[src/rtl/xw_pkg.sv]
package xw_pkg;
    localparam int VA_W   = 32;
    localparam int PA_W   = 36;
    localparam int ENT_W  = 64;
    localparam int PFN_W  = 24;
    localparam int OFS_W  = 12;
    localparam int LVL_W  = 2;

    // entry flag bit positions
    localparam int B_VALID = 0;
    localparam int B_WRITE = 1;
    localparam int B_USER  = 2;
    localparam int B_ACC   = 5;
    localparam int B_DIRTY = 6;
    localparam int B_LARGE = 7;

    localparam logic [1:0] FC_NONE   = 2'd0;
    localparam logic [1:0] FC_ABSENT = 2'd1;
    localparam logic [1:0] FC_WPROT  = 2'd2;
    localparam logic [1:0] FC_USER   = 2'd3;

    typedef enum logic [1:0] {ST_IDLE, ST_FETCH, ST_WRITE, ST_RESP} st_e;
    typedef enum logic [1:0] {EV_NEXT, EV_LEAF, EV_FAULT} ev_e;

    typedef struct packed {
        st_e               st;
        logic [LVL_W-1:0]  lvl;
        logic [VA_W-1:0]   va;
        logic              wr;
        logic              usr;
        logic [PFN_W-1:0]  base;
        logic [PA_W-1:0]   eaddr;
        logic [ENT_W-1:0]  wdata;
        logic [PA_W-1:0]   pa;
        logic [1:0]        cause;
    } walk_t;
endpackage

[src/rtl/xw_index.sv]
module xw_index
    import xw_pkg::*;
(
    input  logic              ext,
    input  logic [LVL_W-1:0]  lvl,
    input  logic [VA_W-1:0]   va,
    input  logic [31:0]       root,
    input  logic [PFN_W-1:0]  base,
    output logic [PA_W-1:0]   addr
);
    always_comb begin
        if (lvl == 2'd0) begin
            addr = {4'b0, root[31:5], va[31:30], 3'b000};
        end else if (lvl == 2'd1) begin
            addr = ext ? {base, va[29:21], 3'b000}
                       : {4'b0, root[31:12], va[31:22], 2'b00};
        end else begin
            addr = ext ? {base, va[20:12], 3'b000}
                       : {base, va[21:12], 2'b00};
        end
    end
endmodule

[src/rtl/xw_eval.sv]
module xw_eval
    import xw_pkg::*;
(
    input  logic              ext,
    input  logic [LVL_W-1:0]  lvl,
    input  logic [VA_W-1:0]   va,
    input  logic [ENT_W-1:0]  e_raw,
    input  logic              wr,
    input  logic              usr,
    output ev_e               ev,
    output logic [1:0]        cause,
    output logic [PFN_W-1:0]  next_base,
    output logic [PA_W-1:0]   pa,
    output logic [ENT_W-1:0]  wb_data,
    output logic              wb_need
);
    logic [ENT_W-1:0] e;
    logic             leaf;

    always_comb begin
        e         = ext ? e_raw : {32'b0, e_raw[31:0]};
        next_base = ext ? e[35:12] : {4'b0, e[31:12]};
        leaf      = (lvl == 2'd2) || ((lvl == 2'd1) && e[B_LARGE]);
        ev        = EV_NEXT;
        cause     = FC_NONE;
        pa        = '0;
        if (!e[B_VALID]) begin
            ev    = EV_FAULT;
            cause = FC_ABSENT;
        end else if (!leaf) begin
            ev    = EV_NEXT;
        end else if (usr && !e[B_USER]) begin
            ev    = EV_FAULT;
            cause = FC_USER;
        end else if (wr && !e[B_WRITE]) begin
            ev    = EV_FAULT;
            cause = FC_WPROT;
        end else begin
            ev = EV_LEAF;
            if (lvl == 2'd2)
                pa = {next_base, va[OFS_W-1:0]};
            else if (ext)
                pa = {e[35:21], va[20:0]};
            else
                pa = {4'b0, e[31:22], va[21:0]};
        end
        wb_data = e;
        wb_data[B_ACC] = 1'b1;
        if (wr) wb_data[B_DIRTY] = 1'b1;
        wb_need = (wb_data != e);
    end
endmodule

[src/rtl/xw_walker.sv]
module xw_walker
    import xw_pkg::*;
(
    input  logic              clk,
    input  logic              rst_n,
    input  logic              ext_mode,
    input  logic [31:0]       root_ptr,
    input  logic              req_valid,
    output logic              req_ready,
    input  logic [VA_W-1:0]   req_va,
    input  logic              req_write,
    input  logic              req_user,
    output logic              busy,
    output logic              resp_valid,
    output logic [PA_W-1:0]   resp_pa,
    output logic [1:0]        resp_cause,
    output logic [LVL_W-1:0]  resp_level,
    output logic              mem_req,
    output logic              mem_we,
    output logic [PA_W-1:0]   mem_addr,
    output logic [ENT_W-1:0]  mem_wdata,
    input  logic [ENT_W-1:0]  mem_rdata,
    input  logic              mem_ack
);
    walk_t q, d;

    logic [PA_W-1:0]  fetch_addr;
    ev_e              ev;
    logic [1:0]       ev_cause;
    logic [PFN_W-1:0] ev_base;
    logic [PA_W-1:0]  ev_pa;
    logic [ENT_W-1:0] ev_wb;
    logic             ev_wb_need;

    xw_index u_index (
        .ext  (ext_mode),
        .lvl  (q.lvl),
        .va   (q.va),
        .root (root_ptr),
        .base (q.base),
        .addr (fetch_addr)
    );

    xw_eval u_eval (
        .ext       (ext_mode),
        .lvl       (q.lvl),
        .va        (q.va),
        .e_raw     (mem_rdata),
        .wr        (q.wr),
        .usr       (q.usr),
        .ev        (ev),
        .cause     (ev_cause),
        .next_base (ev_base),
        .pa        (ev_pa),
        .wb_data   (ev_wb),
        .wb_need   (ev_wb_need)
    );

    always_comb begin
        d = q;
        case (q.st)
            ST_IDLE: begin
                if (req_valid) begin
                    d.st    = ST_FETCH;
                    d.lvl   = ext_mode ? 2'd0 : 2'd1;
                    d.va    = req_va;
                    d.wr    = req_write;
                    d.usr   = req_user;
                    d.base  = '0;
                    d.pa    = '0;
                    d.cause = FC_NONE;
                end
            end
            ST_FETCH: begin
                if (mem_ack) begin
                    d.eaddr = fetch_addr;
                    case (ev)
                        EV_NEXT: begin
                            d.base = ev_base;
                            d.lvl  = q.lvl + 2'd1;
                        end
                        EV_FAULT: begin
                            d.cause = ev_cause;
                            d.pa    = '0;
                            d.st    = ST_RESP;
                        end
                        default: begin
                            d.pa    = ev_pa;
                            d.wdata = ev_wb;
                            d.st    = ev_wb_need ? ST_WRITE : ST_RESP;
                        end
                    endcase
                end
            end
            ST_WRITE: begin
                if (mem_ack) d.st = ST_RESP;
            end
            default: begin
                d.st = ST_IDLE;
            end
        endcase
    end

    always_ff @(posedge clk) begin
        if (!rst_n) begin
            q <= '0;
        end else begin
            q <= d;
        end
    end

    assign req_ready  = (q.st == ST_IDLE);
    assign busy       = (q.st != ST_IDLE);
    assign resp_valid = (q.st == ST_RESP);
    assign resp_pa    = q.pa;
    assign resp_cause = q.cause;
    assign resp_level = q.lvl;
    assign mem_req    = (q.st == ST_FETCH) || (q.st == ST_WRITE);
    assign mem_we     = (q.st == ST_WRITE);
    assign mem_addr   = (q.st == ST_WRITE) ? q.eaddr : fetch_addr;
    assign mem_wdata  = (q.st == ST_WRITE) ? q.wdata : '0;
endmodule

[config.mk]
export PLATFORM = sky130hd
export DESIGN_NAME = xw_walker
export DESIGN_NICKNAME = d
export VERILOG_FILES = /design/src/rtl/xw_pkg.sv /design/src/rtl/xw_index.sv /design/src/rtl/xw_eval.sv /design/src/rtl/xw_walker.sv
export SDC_FILE = /design/constraint.sdc
export NUM_CORES = 1
export LEC_CHECK = 0
export BUFFER_PORTS_ARGS = -buffer_cell sky130_fd_sc_hd__buf_2
export CORE_MARGIN = 2
export CORE_UTILIZATION = 47
export CTS_CLUSTER_SIZE = 40
export DETAILED_ROUTE_END_ITERATION = 8
export PLACE_DENSITY = 0.89
export REMOVE_ABC_BUFFERS = 1
export SETUP_SLACK_MARGIN = 0.4
export SLEW_MARGIN = 20
export SYNTH_ARGS = -nofsm -noshare
export SYNTH_HDL_FRONTEND = slang
export SYNTH_SLANG_ARGS = --single-unit
[constraint.sdc]
create_clock -name clk -period 2.33 [get_ports clk]
set_input_delay 0.3495 -clock clk [delete_from_list [all_inputs] [get_ports clk]]
set_output_delay 0.3495 -clock clk [all_outputs]
set_load 0.1 [all_outputs]
======== After elaboration in Yosys (flattened, before gate mapping) ========
Index checks and enable logic that the tools add are counted.
word-level totals
  bits in registers ....................... 200
  output and inout bits ................... 145
  word-level logic and storage cells ...... 85
operators by class
  $add $sub $neg .......................... 1
  eq/ne operators ......................... 13
  muxes and demuxes ....................... 40
  bitwise operators ....................... 1
  reduce and logical (&&, ||, !) cells .... 20
operators by type and width
  kind                                                   number
  2-to-1 mux 36 bit                                      10
  2-to-1 mux 64 bit                                      3
  2-to-1 mux 162 bit                                     1
  case mux 38 bit (2 select lines)                       1
  case mux 36 bit (2 select lines)                       1
  2-to-1 mux 62 bit                                      1
  2-to-1 mux 24 bit                                      2
  case mux 24 bit (2 select lines)                       1
  2-to-1 mux 38 bit                                      1
  2-to-1 mux 2 bit                                       11
  AND reduction 4 bit                                    4
  2-to-1 mux 12 bit                                      1
  == test 2 bit, second input constant                   4
  case mux 2 bit (2 select lines)                        2
  logical NOT 2 bit                                      3
  inequality test 2 x 1 -> 1 bit, second input constant  3
  inequality test 2 bit, second input constant           3
  case mux 2 bit (3 select lines)                        1
  == test 2 x 1 -> 1 bit, second input constant          2
  2-to-1 mux 4 bit                                       1
  AND reduction 2 bit                                    2
  nonzero test 2 bit                                     2
  logical AND 1 bit                                      3
  2-to-1 mux 1 bit                                       3
  other kinds (7)                                        9

======== Longest topological paths before layout ========
  word-level depth ........................ 12
  gate-level depth with buffers ........... 9
  depth with buffers taken out ............ 6

======== Hierarchy ========
From an unflattened synthesis, not the netlist that was laid out.
second synthesis, totals
  cell total of the unflattened synthesis .. 1313
  area total of the unflattened synthesis .. 10581.4 um2
modules (own cells, without submodules)
  module     times used  cells an instance  area an instance (um2)  sequential area each (um2)
  xw_walker  1           1053               8792.2                  4003.8
  xw_eval    1           167                1052.3                  0.0
  xw_index   1           93                 737.0                   0.0

======== Worst setup path before layout ========
Ideal clock, no wire load.
  path kind ............................... register to output
  from .................................... reg q[198] (netlist name)
  to ...................................... out mem_addr[10]
  arrival time ............................ 3937 ps
  setup slack ............................. -1957 ps
  stages on the path, launching flop included .. 7
  path buffers ............................ 3
  cell sequence ........................... dfxtp_1 inv_1 ha_1 clkbuf_1 clkbuf_1 clkbuf_1 o31ai_1
between the ends
  longest elaborated chain between the ends .. 2
RTL lines
  what                    RTL line          text
  from (decl)             xw_walker.sv:25   walk_t q, d;
  from (signal assigned)  xw_walker.sv:106  q <= '0;
  from (signal assigned)  xw_walker.sv:108  q <= d;
  == test 2 bit           -
  net mem_we              xw_walker.sv:19   output logic mem_we,
  2-to-1 mux 36 bit       xw_walker.sv:120  assign mem_addr = (q.st == ST_WRITE) ? q.eaddr : fetch_addr;
  to (decl)               xw_walker.sv:20   output logic [PA_W-1:0] mem_addr,
The timed path passes the listed nets, and every way through them passes these cells.

======== Final worst setup path ========
  from .................................... reg q (netlist bit resp_level[1])
  to ...................................... out mem_addr[30]
between the ends
  longest elaborated chain between the ends .. 4
  elaborated cells on any way between the ends .. 5
RTL lines
  what                    RTL line          text
  == test 2 x 1 -> 1 bit  xw_index.sv:14    end else if (lvl == 2'd1) begin
  2-to-1 mux 36 bit       xw_index.sv:14
  2-to-1 mux 36 bit *     xw_index.sv:12    if (lvl == 2'd0) begin
  2-to-1 mux 36 bit *     xw_walker.sv:120
Every way passes the cells marked *; elsewhere a longest branch is shown, timed or not.

==> flow_results.xml <==
<?xml version="1.0" encoding="UTF-8"?>
<metrics>
  <group name="synthesis">
    <metric name="postSynthRegisterBits" unit="">198</metric>
    <metric name="post_synth.cell_area_avg" unit="sq um">8.92</metric>
    <metric name="synthesis.instances" unit="">1040</metric>
    <metric name="synth-edff-count" unit="">0</metric>
    <metric name="synth_cell_types" unit="">53</metric>
    <metric name="yosys_warnings" unit="">0</metric>
    <metric name="synth_top_flop_cell" unit="">dfxtp_1</metric>
    <metric name="synth.yosys.seq_area_share" unit="%">42.7</metric>
    <metric name="synthArstFlopShare" unit="%">0</metric>
    <metric name="synth.cell_area" unit="sq um">9280</metric>
  </group>
  <group name="sta">
    <metric name="maxSlewViolCount" unit="">0</metric>
    <metric name="setup_ws" unit="ps">-392</metric>
    <metric name="normalized_max_slew_margin" unit="%">44.0</metric>
    <metric name="final.setup_skew" unit="ps">11.1</metric>
    <metric name="tightestPinTransition" unit="ps">840</metric>
    <metric name="max_freq" unit="GHz">0.367</metric>
    <metric name="post-route-period-util" unit="%">117</metric>
    <metric name="report.final.hold_viol_count" unit="">0</metric>
    <metric name="setup_viol_count_final" unit="">45</metric>
    <metric name="final_period_minus_worst_setup_slack" unit="ps">2720</metric>
    <metric name="rsz_0062_raised_after_global_routing" unit="">true</metric>
  </group>
  <group name="setup_path">
    <metric name="start_kind" unit="">flip-flop</metric>
    <metric name="critPathKind" unit="">flip-flop to primary output</metric>
    <metric name="timing.critical_path.required" unit="ps">1980</metric>
    <metric name="critical-path-max-stage-delay" unit="ps">370</metric>
    <metric name="timing.critical_path.cells" unit="">inv_4 &gt; ha_4 &gt; a21oi_4 &gt; buf_12 &gt; buf_16 &gt; mux2_4 &gt; mux2_4 &gt; buf_12</metric>
    <metric name="crit_path_top_delay_cell" unit="">dfxtp_2</metric>
    <metric name="critical_path_arrival" unit="ps">2370</metric>
    <metric name="worstSetupEndpointType" unit="">primary output</metric>
    <metric name="worstPathMaxFanout" unit="">7</metric>
  </group>
  <group name="clock_network">
    <metric name="cts_inserted_buffers" unit="">17</metric>
    <metric name="cts_max_level" unit="">4</metric>
    <metric name="cts_tree" unit="">done</metric>
    <metric name="clockBufferDepth" unit="">2</metric>
    <metric name="clk_pin_slew" unit="ps">70</metric>
    <metric name="clk_latency" unit="ps">430</metric>
    <metric name="clock_sinks" unit="">198</metric>
    <metric name="cts_root_buf" unit="">clkbuf_16</metric>
  </group>
  <group name="floorplan">
    <metric name="design.die.area" unit="sq um">20900</metric>
    <metric name="core.rowCount" unit="">51</metric>
    <metric name="fp.dieW" unit="microns">144</metric>
    <metric name="io_pins" unit="">280</metric>
    <metric name="initial_utilization" unit="%">47.8</metric>
    <metric name="height_of_the_die" unit="microns">144</metric>
    <metric name="area_inside_the_core_boundary" unit="sq um">19400</metric>
  </group>
  <group name="global_routing">
    <metric name="global_route.overflow_total" unit="">0</metric>
    <metric name="vias_in_the_first_global_route" unit="">9211</metric>
    <metric name="grt_antenna_before_repair" unit="">7</metric>
    <metric name="globalRouteTotalUtil" unit="%">33.1</metric>
    <metric name="grt_first_pass_wirelength" unit="microns">52300</metric>
    <metric name="grt_max_degree" unit="">115</metric>
  </group>
  <group name="layout">
    <metric name="fill_cells" unit="">1084</metric>
    <metric name="finish.net_count" unit="">1488</metric>
    <metric name="final_cell_mix" unit="">dfxtp_1 (194), buf_2 (168), nand2_1 (158)</metric>
    <metric name="layout.cells.most_common" unit="">dfxtp_1</metric>
    <metric name="final_cell_count_no_fill" unit="">1636</metric>
    <metric name="ff_latch_area" unit="sq um">3980</metric>
    <metric name="synthToLayoutAreaGrowth" unit="%">66.7</metric>
    <metric name="final_cell_area" unit="sq um">15500</metric>
    <metric name="final_layout_size_suffix_gt1_share" unit="%">53.8</metric>
    <metric name="total_area_of_multi_input_combinational_cells" unit="sq um">5700</metric>
  </group>
  <group name="routing">
    <metric name="route.antenna.remaining_nets" unit="">0</metric>
    <metric name="vias" unit="">9995</metric>
    <metric name="drt_first_pass_iters" unit="">6</metric>
    <metric name="drt_wl_total" unit="microns">42500</metric>
    <metric name="drt_drc_violations_left" unit="">0</metric>
    <metric name="drt-initial-drc-count" unit="">836</metric>
    <metric name="detail_route.wl_per_cell" unit="microns">26.0</metric>
    <metric name="drt-vias-per-instance" unit="">6.11</metric>
  </group>
  <group name="job">
    <metric name="cap_violations" unit="">0</metric>
  </group>
  <group name="outcome">
    <metric name="status" unit="">complete, but fails checks</metric>
    <metric name="failed_checks" unit="">setup timing</metric>
  </group>
  <group name="hold_path">
    <metric name="worstHoldPathType" unit="">input pin to flip-flop</metric>
  </group>
  <group name="pwr">
    <metric name="ir_worst_vdd" unit="V">0.000616</metric>
    <metric name="p_leak" unit="nW">6.42</metric>
    <metric name="cellPowerDensity" unit="nW/um^2">1060</metric>
  </group>
  <group name="placement">
    <metric name="gp_congestion" unit="">0.874</metric>
    <metric name="placement.cell_area" unit="sq um">11400</metric>
    <metric name="dpl.cell_count" unit="">1489</metric>
    <metric name="dp_hpwl" unit="microns">19000</metric>
    <metric name="post-place-ws" unit="ps">-114</metric>
    <metric name="io_buffers" unit="">272</metric>
  </group>
</metrics>
-- power breakdown --
group / internal (mW) / switching (mW) / total (mW)
logic: 4.12 / 5.36 / 9.48
clock network: 1.59 / 1.40 / 2.99
registers: 3.66 / 0.243 / 3.91
-- final cells by class --
cell class              instances  share of cell area (%)
clock buffers                  21                    2.85
well taps                     265                    2.14
inverters                       8                   0.259
flip-flops and latches        198                    25.7
clock inverters                11                   0.809
repair buffers                412                    31.2
diodes                         12                   0.194
multi-input cells             709                    36.9
-- metrics by stage --
stage                     hold slack [ps]  TNS (ps)  utilization, %  power [mW]
after CTS                             139     -7120            72.2        14.9
after floorplan                       427   -379620               -        7.79
final                                 156     -9370            79.7        16.4
after global placement                433      -365            58.8        9.42
after global routing                  143    -11980            79.7        16.7
after detailed placement              440     -3140            58.8        9.55
-- logic make-up after synthesis --
family	after synthesis	share of synthesized area, %
adders and majority gates	7	0.944
DFF	198	42.7
other	1	0.0404
AOI/OAI and AO/OA	202	14.5
muxes	87	11.3
buffers and inverters	137	9.41
and+or+nand+nor	408	21.1
-- cells in the mapped netlist, types with 2 or more instances --
master	count	area share (%)
a22o_1	32	3.0
o41ai_1	7	0.66
a21oi_2	4	0.38
clkbuf_1	46	1.9
nand2b_1	23	1.6
nand4_1	6	0.40
buf_1	5	0.20
dfxtp_1	198	43
nand2_1	211	8.5
dlygate4sd1_1	2	0.19
nand3_1	64	3.5
mux2_2	50	6.1
buf_4	46	3.7
and2b_2	2	0.19
o21ai_0	13	0.70
a32o_1	4	0.43
buf_2	10	0.54
a21oi_1	104	5.6
o31ai_1	6	0.49
clkbuf_8	4	0.59
and2_1	67	4.5
o211a_1	20	2.2
ha_1	7	0.94
o211ai_1	2	0.16
nor2b_1	7	0.47
nor3_1	2	0.11
mux2i_1	28	3.0
o21a_1	2	0.16
mux4_2	9	2.2
nor2_1	14	0.57
buf_6	15	1.8
inv_1	7	0.28
o32ai_1	3	0.28
-- final timing paths --
| path | startpoint | end | slack [ps] | cells after the start |
|---|---|---|---|---|
| max | resp_level[1] | mem_addr[30] | -390 | 8 |
| min | req_va[9] | q[173] | 160 | 3 |
| max reg2reg | q[198] | resp_pa[16] | -50 | 12 |
| min reg2reg | q[173] | q[173] | 460 | 2 |
-- flip-flops by register name, summed over array words and instances (netlist names) --
register / count
resp_cause: 2
resp_level: 2
q: 158
resp_pa: 36
-- worst max-delay path, delay by kind of cell (launching register included) --
kind                     cells  cell delay (ps)
buffers and inverters        4              540
multiplexers                 2              630
flip-flops                   1              370
adder cells (fa/ha/maj)      1              170
AO/OA/AOI/OAI                1              220
-- repair_timing --
item,in CTS,in global routing
pin swaps,58,74
gates cloned,11,17
resized for setup,376,217
hold buffers,0,0
endpoints found under the setup margin,228,229
buffers inserted,43,32
-- layer usage --
metal | global-route usage [%] | share of wire [%]
met1 | 38.7 | 35
met3 | 9.01 | 11
met2 | 55.6 | 48
met4 | 17.2 | 6.8
met5 | 0 | 0
Note: power is estimated with default switching activity, not from simulation.
